**src/rtl/tmr_pkg.sv**
```systemverilog
package tmr_pkg;

  // Strobes from control to datapath
  typedef struct packed {
    logic load;      // take a new start value
    logic step;      // one selected tick while running
    logic reloadOn;  // behaviour at zero for this step
  } tmr_strobe_t;

  // Status from datapath to control
  typedef struct packed {
    logic atEdge;    // next step lands on zero
    logic halted;    // one-shot finished, waiting for a new start value
  } tmr_status_t;

endpackage

```
**src/rtl/tmr_datapath.sv**
```systemverilog
module tmr_datapath
  import tmr_pkg::*;
#(
  parameter int CNT_W = 8
) (
  input  logic             clk,
  input  logic             rstN,
  input  tmr_strobe_t      stb,
  input  logic [CNT_W-1:0] loadValue,
  output tmr_status_t      stat,
  output logic [CNT_W-1:0] count
);

  localparam logic [CNT_W-1:0] ONE  = CNT_W'(1);
  localparam logic [CNT_W-1:0] ZERO = '0;

  logic [CNT_W-1:0] reloadReg;
  logic             haltedQ;
  logic [CNT_W-1:0] countNext;
  logic [CNT_W-1:0] reloadNext;
  logic             haltedNext;
  logic             atEdge;

  assign atEdge = (count <= ONE);

  always_comb begin
    countNext  = count;
    reloadNext = reloadReg;
    haltedNext = haltedQ;
    if (stb.load) begin
      countNext  = loadValue;
      reloadNext = loadValue;
      haltedNext = 1'b0;
    end else if (stb.step) begin
      if (atEdge) begin
        if (stb.reloadOn) begin
          countNext = reloadReg;
        end else begin
          countNext  = ZERO;
          haltedNext = 1'b1;
        end
      end else begin
        countNext = count - ONE;
      end
    end
  end

  always_ff @(posedge clk or negedge rstN) begin
    if (!rstN) begin
      count     <= ZERO;
      reloadReg <= ZERO;
      haltedQ   <= 1'b0;
    end else begin
      count     <= countNext;
      reloadReg <= reloadNext;
      haltedQ   <= haltedNext;
    end
  end

  assign stat.atEdge = atEdge;
  assign stat.halted = haltedQ;

endmodule

```
**src/rtl/tmr_ctrl.sv**
```systemverilog
module tmr_ctrl
  import tmr_pkg::*;
#(
  parameter int NUM_RATES  = 4,
  parameter int RESET_RATE = 1,
  parameter int RATE_W     = 2,
  parameter int CFG_W      = 5
) (
  input  logic                 clk,
  input  logic                 rstN,
  input  logic [NUM_RATES-1:0] rateStrobe,
  input  logic                 clkSrc,
  input  logic                 cfgWe,
  input  logic [CFG_W-1:0]     cfgData,
  input  logic                 runWe,
  input  logic                 runData,
  input  logic                 reloadWe,
  input  logic                 flagWe,
  input  logic                 flagData,
  input  tmr_status_t          stat,
  output tmr_strobe_t          stb,
  output logic                 flagOut,
  output logic                 pinOut
);

  localparam int BIT_RELOAD = RATE_W;
  localparam int BIT_IRQEN  = RATE_W + 1;
  localparam int BIT_CLKSEL = RATE_W + 2;

  logic [RATE_W-1:0]    rateSel;
  logic                 reloadEn;
  logic                 irqEn;
  logic                 clkSel;
  logic                 timerEn;
  logic                 flagQ;
  logic [NUM_RATES-1:0] rateHit;
  logic                 selTick;
  logic                 step;
  logic                 fire;
  logic                 irqN;

  // Configuration and run registers
  always_ff @(posedge clk or negedge rstN) begin
    if (!rstN) begin
      rateSel  <= RATE_W'(RESET_RATE);
      reloadEn <= 1'b0;
      irqEn    <= 1'b0;
      clkSel   <= 1'b1;
    end else if (cfgWe) begin
      rateSel  <= cfgData[RATE_W-1:0];
      reloadEn <= cfgData[BIT_RELOAD];
      irqEn    <= cfgData[BIT_IRQEN];
      clkSel   <= cfgData[BIT_CLKSEL];
    end
  end

  always_ff @(posedge clk or negedge rstN) begin
    if (!rstN) begin
      timerEn <= 1'b0;
    end else if (runWe) begin
      timerEn <= runData;
    end
  end

  // Rate selection: decode the code against every strobe bit
  for (genvar i = 0; i < NUM_RATES; i++) begin : g_rate
    assign rateHit[i] = rateStrobe[i] && (rateSel == RATE_W'(i));
  end
  assign selTick = |rateHit;

  // A start-value write takes the cycle; otherwise a selected tick steps
  assign step = selTick && timerEn && !stat.halted && !reloadWe;
  assign fire = step && stat.atEdge;

  assign stb.load     = reloadWe;
  assign stb.step     = step;
  assign stb.reloadOn = reloadEn;

  // Zero flag: a zero event wins over a clear
  always_ff @(posedge clk or negedge rstN) begin
    if (!rstN) begin
      flagQ <= 1'b0;
    end else if (fire) begin
      flagQ <= 1'b1;
    end else if (flagWe && !flagData) begin
      flagQ <= 1'b0;
    end
  end

  assign flagOut = flagQ;
  assign irqN    = !(flagQ && irqEn);
  assign pinOut  = clkSel ? clkSrc : irqN;

endmodule

```
**src/rtl/countdown_timer.sv**
```systemverilog
module countdown_timer
  import tmr_pkg::*;
#(
  parameter int CNT_W      = 8,
  parameter int NUM_RATES  = 4,
  parameter int RESET_RATE = 1,
  localparam int RATE_W    = (NUM_RATES > 1) ? $clog2(NUM_RATES) : 1,
  localparam int CFG_W     = RATE_W + 3
) (
  input  logic                 clk,
  input  logic                 rstN,
  input  logic [NUM_RATES-1:0] rateStrobe,
  input  logic                 clkSrc,
  input  logic                 cfgWe,
  input  logic [CFG_W-1:0]     cfgData,
  input  logic                 runWe,
  input  logic                 runData,
  input  logic                 reloadWe,
  input  logic [CNT_W-1:0]     reloadData,
  input  logic                 flagWe,
  input  logic                 flagData,
  output logic [CNT_W-1:0]     countOut,
  output logic                 flagOut,
  output logic                 pinOut
);

  tmr_strobe_t stb;
  tmr_status_t stat;

  tmr_ctrl #(
    .NUM_RATES (NUM_RATES),
    .RESET_RATE(RESET_RATE),
    .RATE_W    (RATE_W),
    .CFG_W     (CFG_W)
  ) u_ctrl (
    .clk       (clk),
    .rstN      (rstN),
    .rateStrobe(rateStrobe),
    .clkSrc    (clkSrc),
    .cfgWe     (cfgWe),
    .cfgData   (cfgData),
    .runWe     (runWe),
    .runData   (runData),
    .reloadWe  (reloadWe),
    .flagWe    (flagWe),
    .flagData  (flagData),
    .stat      (stat),
    .stb       (stb),
    .flagOut   (flagOut),
    .pinOut    (pinOut)
  );

  tmr_datapath #(
    .CNT_W(CNT_W)
  ) u_dp (
    .clk      (clk),
    .rstN     (rstN),
    .stb      (stb),
    .loadValue(reloadData),
    .stat     (stat),
    .count    (countOut)
  );

endmodule

```
**config.mk**
```make
export PLATFORM = sky130hd
export DESIGN_NAME = countdown_timer
export DESIGN_NICKNAME = d
export VERILOG_FILES = /design/src/rtl/tmr_pkg.sv /design/src/rtl/tmr_datapath.sv /design/src/rtl/tmr_ctrl.sv /design/src/rtl/countdown_timer.sv
export SDC_FILE = /design/constraint.sdc
export NUM_CORES = 1
export LEC_CHECK = 0
export BUFFER_PORTS_ARGS = -buffer_cell sky130_fd_sc_hd__buf_2
export CORE_MARGIN = 10
export CORE_UTILIZATION = 42
export DETAILED_ROUTE_END_ITERATION = 7
export GPL_TIMING_DRIVEN = 0
export PLACE_DENSITY = 0.76
export SLEW_MARGIN = 20
export SYNTH_ARGS = -nofsm -noshare
export SYNTH_HDL_FRONTEND = slang
export SYNTH_SLANG_ARGS = --single-unit
```
**constraint.sdc**
```tcl
create_clock -name clk -period 2 [get_ports clk]
set_input_delay 0.2 -clock clk [delete_from_list [all_inputs] [get_ports clk]]
set_output_delay 0.2 -clock clk [all_outputs]
set_load 0.01 [all_outputs]
```
Word level (Yosys, flattened, before mapping). Cells that the tools add are included. Widths: inputs -> output; s select.

$add $sub $neg: 1. Magnitude comparators: 1. Equality and inequality tests: 4. Mux-type cells: 11. Reduce and logical (&&, ||, !) cells: 20.

Operators with widths (count): $mux 8 (4); $logic_and 1x1->1 (10); $le 8x1->1 const B (1); $sub 8x1->8 const B (1); $mux 1 (7); $reduce_bool 2->1 (3); $eq 2x2->1 const B (2); $logic_not 1->1 (4); $reduce_or 4->1 (1); $reduce_and 3->1 (1); $eq 2x1->1 const B (1); $logic_not 2->1 (1); $ne 2x2->1 const B (1).

Bits in registers: 24. Bits of input ports: 26. Output and inout bits: 10. Logic and storage cells: 46.

Logic depth before layout (Yosys ltp).
Word-level depth: 8. Mapped depth: 8. Gate-level depth less buffers: 6.

Cells and area by module. Synthesis repeated with hierarchy kept, for this count alone.

Cells, all modules: 141. Area total of the unflattened synthesis: 1436.4 um2.

By module, submodules not included: tmr_datapath (times used 1, cells an instance 118, area each 1101.1 um2, sequential area each 425.4 um2); tmr_ctrl (times used 1, cells an instance 23, area each 335.3 um2, sequential area each 177.7 um2).

Least setup slack after synthesis. No wires, ideal clock.

Path type: flip-flop to flip-flop. From: reg u_dp.count[0]. To: reg u_dp.count[5]. Setup time: 0.135 ns. Data arrival time: 1.717 ns. Required time: 1.865 ns. Path slack: 0.147 ns. Cell stages (with the launch flop): 9. Path buffers: 2. Clock period less this slack: 1.853 ns. Path through: dfrtp_1 -> inv_1 -> ha_1 -> or2_0 -> buf_2 -> and4_1 -> buf_6 -> a221oi_2 -> o21ai_1.

Cells in the longest elaborated chain, start to end: 4. Elaborated cells on any way between the ends: 5. Those cells by class: add/sub (1); order compare (1); mux (3).

Ends and longest elaborated chain: from (decl) (line tmr_datapath.sv:11) `output logic [CNT_W-1:0] count`; from (signal assigned) (line tmr_datapath.sv:54) `count <= countNext;`; $sub 8x1->8 or $le 8x1->1 (tied branches) (line tmr_datapath.sv:43, tmr_datapath.sv:24); $mux 8 * (line tmr_datapath.sv:35) `if (atEdge) begin`; $mux 8 * (line tmr_datapath.sv:34) `end else if (stb.step) begin`; $mux 8 * (line tmr_datapath.sv:30) `if (stb.load) begin`.

Every way passes the cells marked *; elsewhere a longest branch is shown, timed or not. The select of a mux whose other input is x is not followed. A chain may end at the register's enable or synchronous reset.

Final worst setup path. Ends and elaborated chain as after synthesis.

==> run summary <==
The run finished with clean final reports. The total power draw is 1.30 mW. The highest cell delay on the worst timing path came out at 450 ps. The worst pin sits at a relative slew slack of 59.3%. The class of the most critical hold timing path is input port to flop. The number of nets produced by synthesis is 145.

The max-slew violation count came to 0. The number of global-route vias before repair came out at 1176. The number of H-tree branching levels came out at 1. From bottom edge to top edge, the die measures 75.4 µm. Routability-driven placement finished with a final weighted congestion of 0.864. The kind of critical path is flop to flop. The total via count in the routed design is 1107.

The minimum clock period came out at 1910 ps. The aggregate negative setup slack is 0 ps. The required arrival time at the worst endpoint came out at 2210 ps.

At the later pin of the worst-skew pair, clock insertion delay measures 320 ps. Cells with a size suffix above 1 make up 40.9% of the layout. The worst-case clock buffer depth is 2.

After synthesis the cells add up to 0.00129 mm². The ratio of total power to cell area came out at 821 mW/mm². The first detailed-routing pass took 5 iterations. The gate family responsible for the most delay along the worst path is flip-flops.

The total leakage power is 0.715 nW. The flip-flop cell with the highest count after synthesis is dfrtp_1. The number of clock sinks seen by CTS is 24. The starting density of the core came out at 43.0%.

The area growth from synthesis to layout is 22.4%. The synthesized design contains 0 enable-type register cells. During I/O placement, the number of pins put on the boundary was 36. The net count of the finished layout came out at 188.

The first-iteration detailed-routing DRC count came out at 79. In this run, CTS created clock tree buffers numbering 3. The part of the Yosys area used for sequential elements is 46.8%. The first-pass GRT wire length is 5330 µm. The placement row count is 20.

The synthesized design contains 24 register bits. The residual DRC count is 0. The post-detailed-route via-to-cell ratio is 5.77.

After global routing the overflow that remains totals 0. The combined global-route utilization of all metal layers came out at 12.0%. In this run the tool buffered the top-level ports with 35 buffer cells. The die is 75.4 µm wide.

The number of instances in the synthesized netlist came out at 117. Once layout is complete, the cells apart from fillers number 192. Across all hold checks on the routed design, the worst slack comes to 100 ps.

The max-capacitance violation count came out at 0. The largest net degree at the start of global routing is 25. The clock tree from TritonCTS is yes. The final setup slack of the worst path is 90.3 ps. STA puts the critical path data arrival time at 2120 ps. The initial antenna violation count came out at 0.

The library cell contributing the largest single delay on the critical path is dfrtp_1. The number of buffers and inverters on the critical path is 3. The share of async-settable or async-resettable flops after synthesis came out at 100%. The layout has 291 filler cells. The hold violation total from the final report is 0. The peak clock frequency supported by timing is 0.524 GHz.

The cell count after placement came out at 185. The critical path goes through inv_2 > ha_2 > or2_0 > buf_4 > and4_1 > buf_6 > a221oi_2 > o21ai_1. The total routed wirelength is 3230 µm.

STA classifies the critical path endpoint as a flop. Setup repair after global routing left no endpoint under its margin. The count of synthesis-stage warnings from yosys is 0. The mean instance size in the synthesized netlist is 11.0 µm². The routed length per placed instance is 16.8 µm. The maximum fanout count along the critical path is 8.

The die outline area is 0.00569 mm². The worst slack at placement is 70.9 ps. Leaving out fill and tap cells, the most frequent cell in the layout is buf_2. STA classifies the critical path startpoint as a flop. The detailed-placement wirelength estimate came out at 2450 µm. The core region area came out at 0.00300 mm². The count of antenna diodes in the layout is 0.

On the final layout, the worst clock skew is 2.33 ps. The remaining antenna violation count came out at 0. Across the VDD grid, the largest voltage drop is 365 µV. The library cells used most frequently in the layout, excluding fill and tap cells, are buf_2 (35), dfrtp_1 (22), mux2_2 (11), nand2_1 (9). Setup violations remaining at the end of the flow were counted as 0. The ratio of final minimum period to clock period came out at 95.5%.

The transition time at the pin with the least slew margin came out at 594 ps. The clock-pin slew on the worst setup and hold paths came out at 140 ps. The root buffer cell is clkbuf_4. The number of different library cells used by synthesis comes to 41.
## metrics by stage
stage / area [µm²] / util (%)
6_report: 1580 / 52.6
5_1_grt: 1580 / 52.6
4_1_cts: 1550 / 51.7
3_5_place_dp: 1510 / 50.2
3_3_place_gp: 1510 / 50.2
2_1_floorplan: 1290 / -
## worst reg2reg max path, cell delays in order (launching register included)
cell	delay, ps
dfrtp_1	450
inv_2	70
ha_2	210
or2_0	230
buf_4	160
and4_1	200
buf_6	140
a221oi_2	250
o21ai_1	80
## registers in the layout, summed over array words and instances (netlist names)
| name | flops |
|---|---|
| u_ctrl.irqEn | 1 |
| u_dp.reloadReg | 8 |
| u_ctrl.reloadEn | 1 |
| u_ctrl.timerEn | 1 |
| u_ctrl.clkSel | 1 |
| u_ctrl.flagOut | 1 |
| u_dp.count | 8 |
| u_ctrl.rateSel | 2 |
| u_dp.haltedQ | 1 |
## worst paths after layout
| path | startpoint | end | slack [ps] | cells past startpoint |
|---|---|---|---|---|
| setup reg to reg | u_dp.count[0] | u_dp.count[5] | 90 | 8 |
| hold / removal | runData | u_ctrl.timerEn | 100 | 2 |
| setup / recovery | u_dp.count[0] | u_dp.count[5] | 90 | 8 |
| hold reg to reg | u_dp.haltedQ | u_ctrl.flagOut | 500 | 1 |
| max in group asynchronous | rstN | u_ctrl.rateSel[0] | 1250 | 2 |
| min in group asynchronous | rstN | u_dp.reloadReg[3] | 370 | 2 |
## report_power, final
part | internal [mW] | switching, mW
registers | 0.551 | 0.0774
clock network | 0.111 | 0.152
logic | 0.188 | 0.217
## kinds of logic (layout without fill, tap and decap cells)
family,count (synthesis),count (layout),synth area share (%)
AO/OA/AOI/OAI,37,37,20.9
flip-flops,24,24,46.8
AND/OR/NAND/NOR,28,28,13.8
adder cells (fa/ha/maj),2,2,1.94
buffers and inverters,14,56,5.33
multiplexers,12,12,11.3
## cells in the mapped netlist (2+ instances only)
| library cell | count | area (µm²) |
|---|---|---|
| ha_1 | 2 | 25.0 |
| dfstp_2 | 2 | 52.6 |
| nand2_1 | 9 | 33.8 |
| nor3_1 | 3 | 15.0 |
| clkbuf_1 | 2 | 7.51 |
| a21oi_1 | 3 | 15.0 |
| a222oi_1 | 2 | 20.0 |
| o311ai_0 | 2 | 17.5 |
| o21ai_0 | 5 | 25.0 |
| inv_1 | 9 | 33.8 |
| nor2_1 | 3 | 11.3 |
| a32oi_1 | 2 | 17.5 |
| o41ai_1 | 2 | 17.5 |
| and4_1 | 2 | 17.5 |
| buf_6 | 2 | 22.5 |
| o21ai_1 | 8 | 40.0 |
| dfrtp_1 | 22 | 551 |
| mux2_2 | 11 | 124 |
| a221oi_1 | 2 | 17.5 |
| a31oi_1 | 3 | 18.8 |
## cell type report
class	count	area [µm²]	area share, %
plain buffers	5	37.5	2.38
clock buffers	4	36.3	2.30
inverters	9	33.8	2.14
multi-input cells	79	627	39.7
flip-flops and latches	24	603	38.2
well taps	33	41.3	2.61
repair buffers	38	200	12.7
## layer usage
metal,global-route usage [%],wire [µm]
met5,0,0
met4,5.36,45
met3,4.82,335
met2,18.7,1440
met1,14.3,1410
## what timing repair did
item	CTS	global route
buffers inserted	0	2
resized for setup	0	5
endpoints found under the setup margin	0	5
hold buffers	1	0
hold endpoints to repair	22	0
Note: power is estimated with default switching activity, not from simulation.
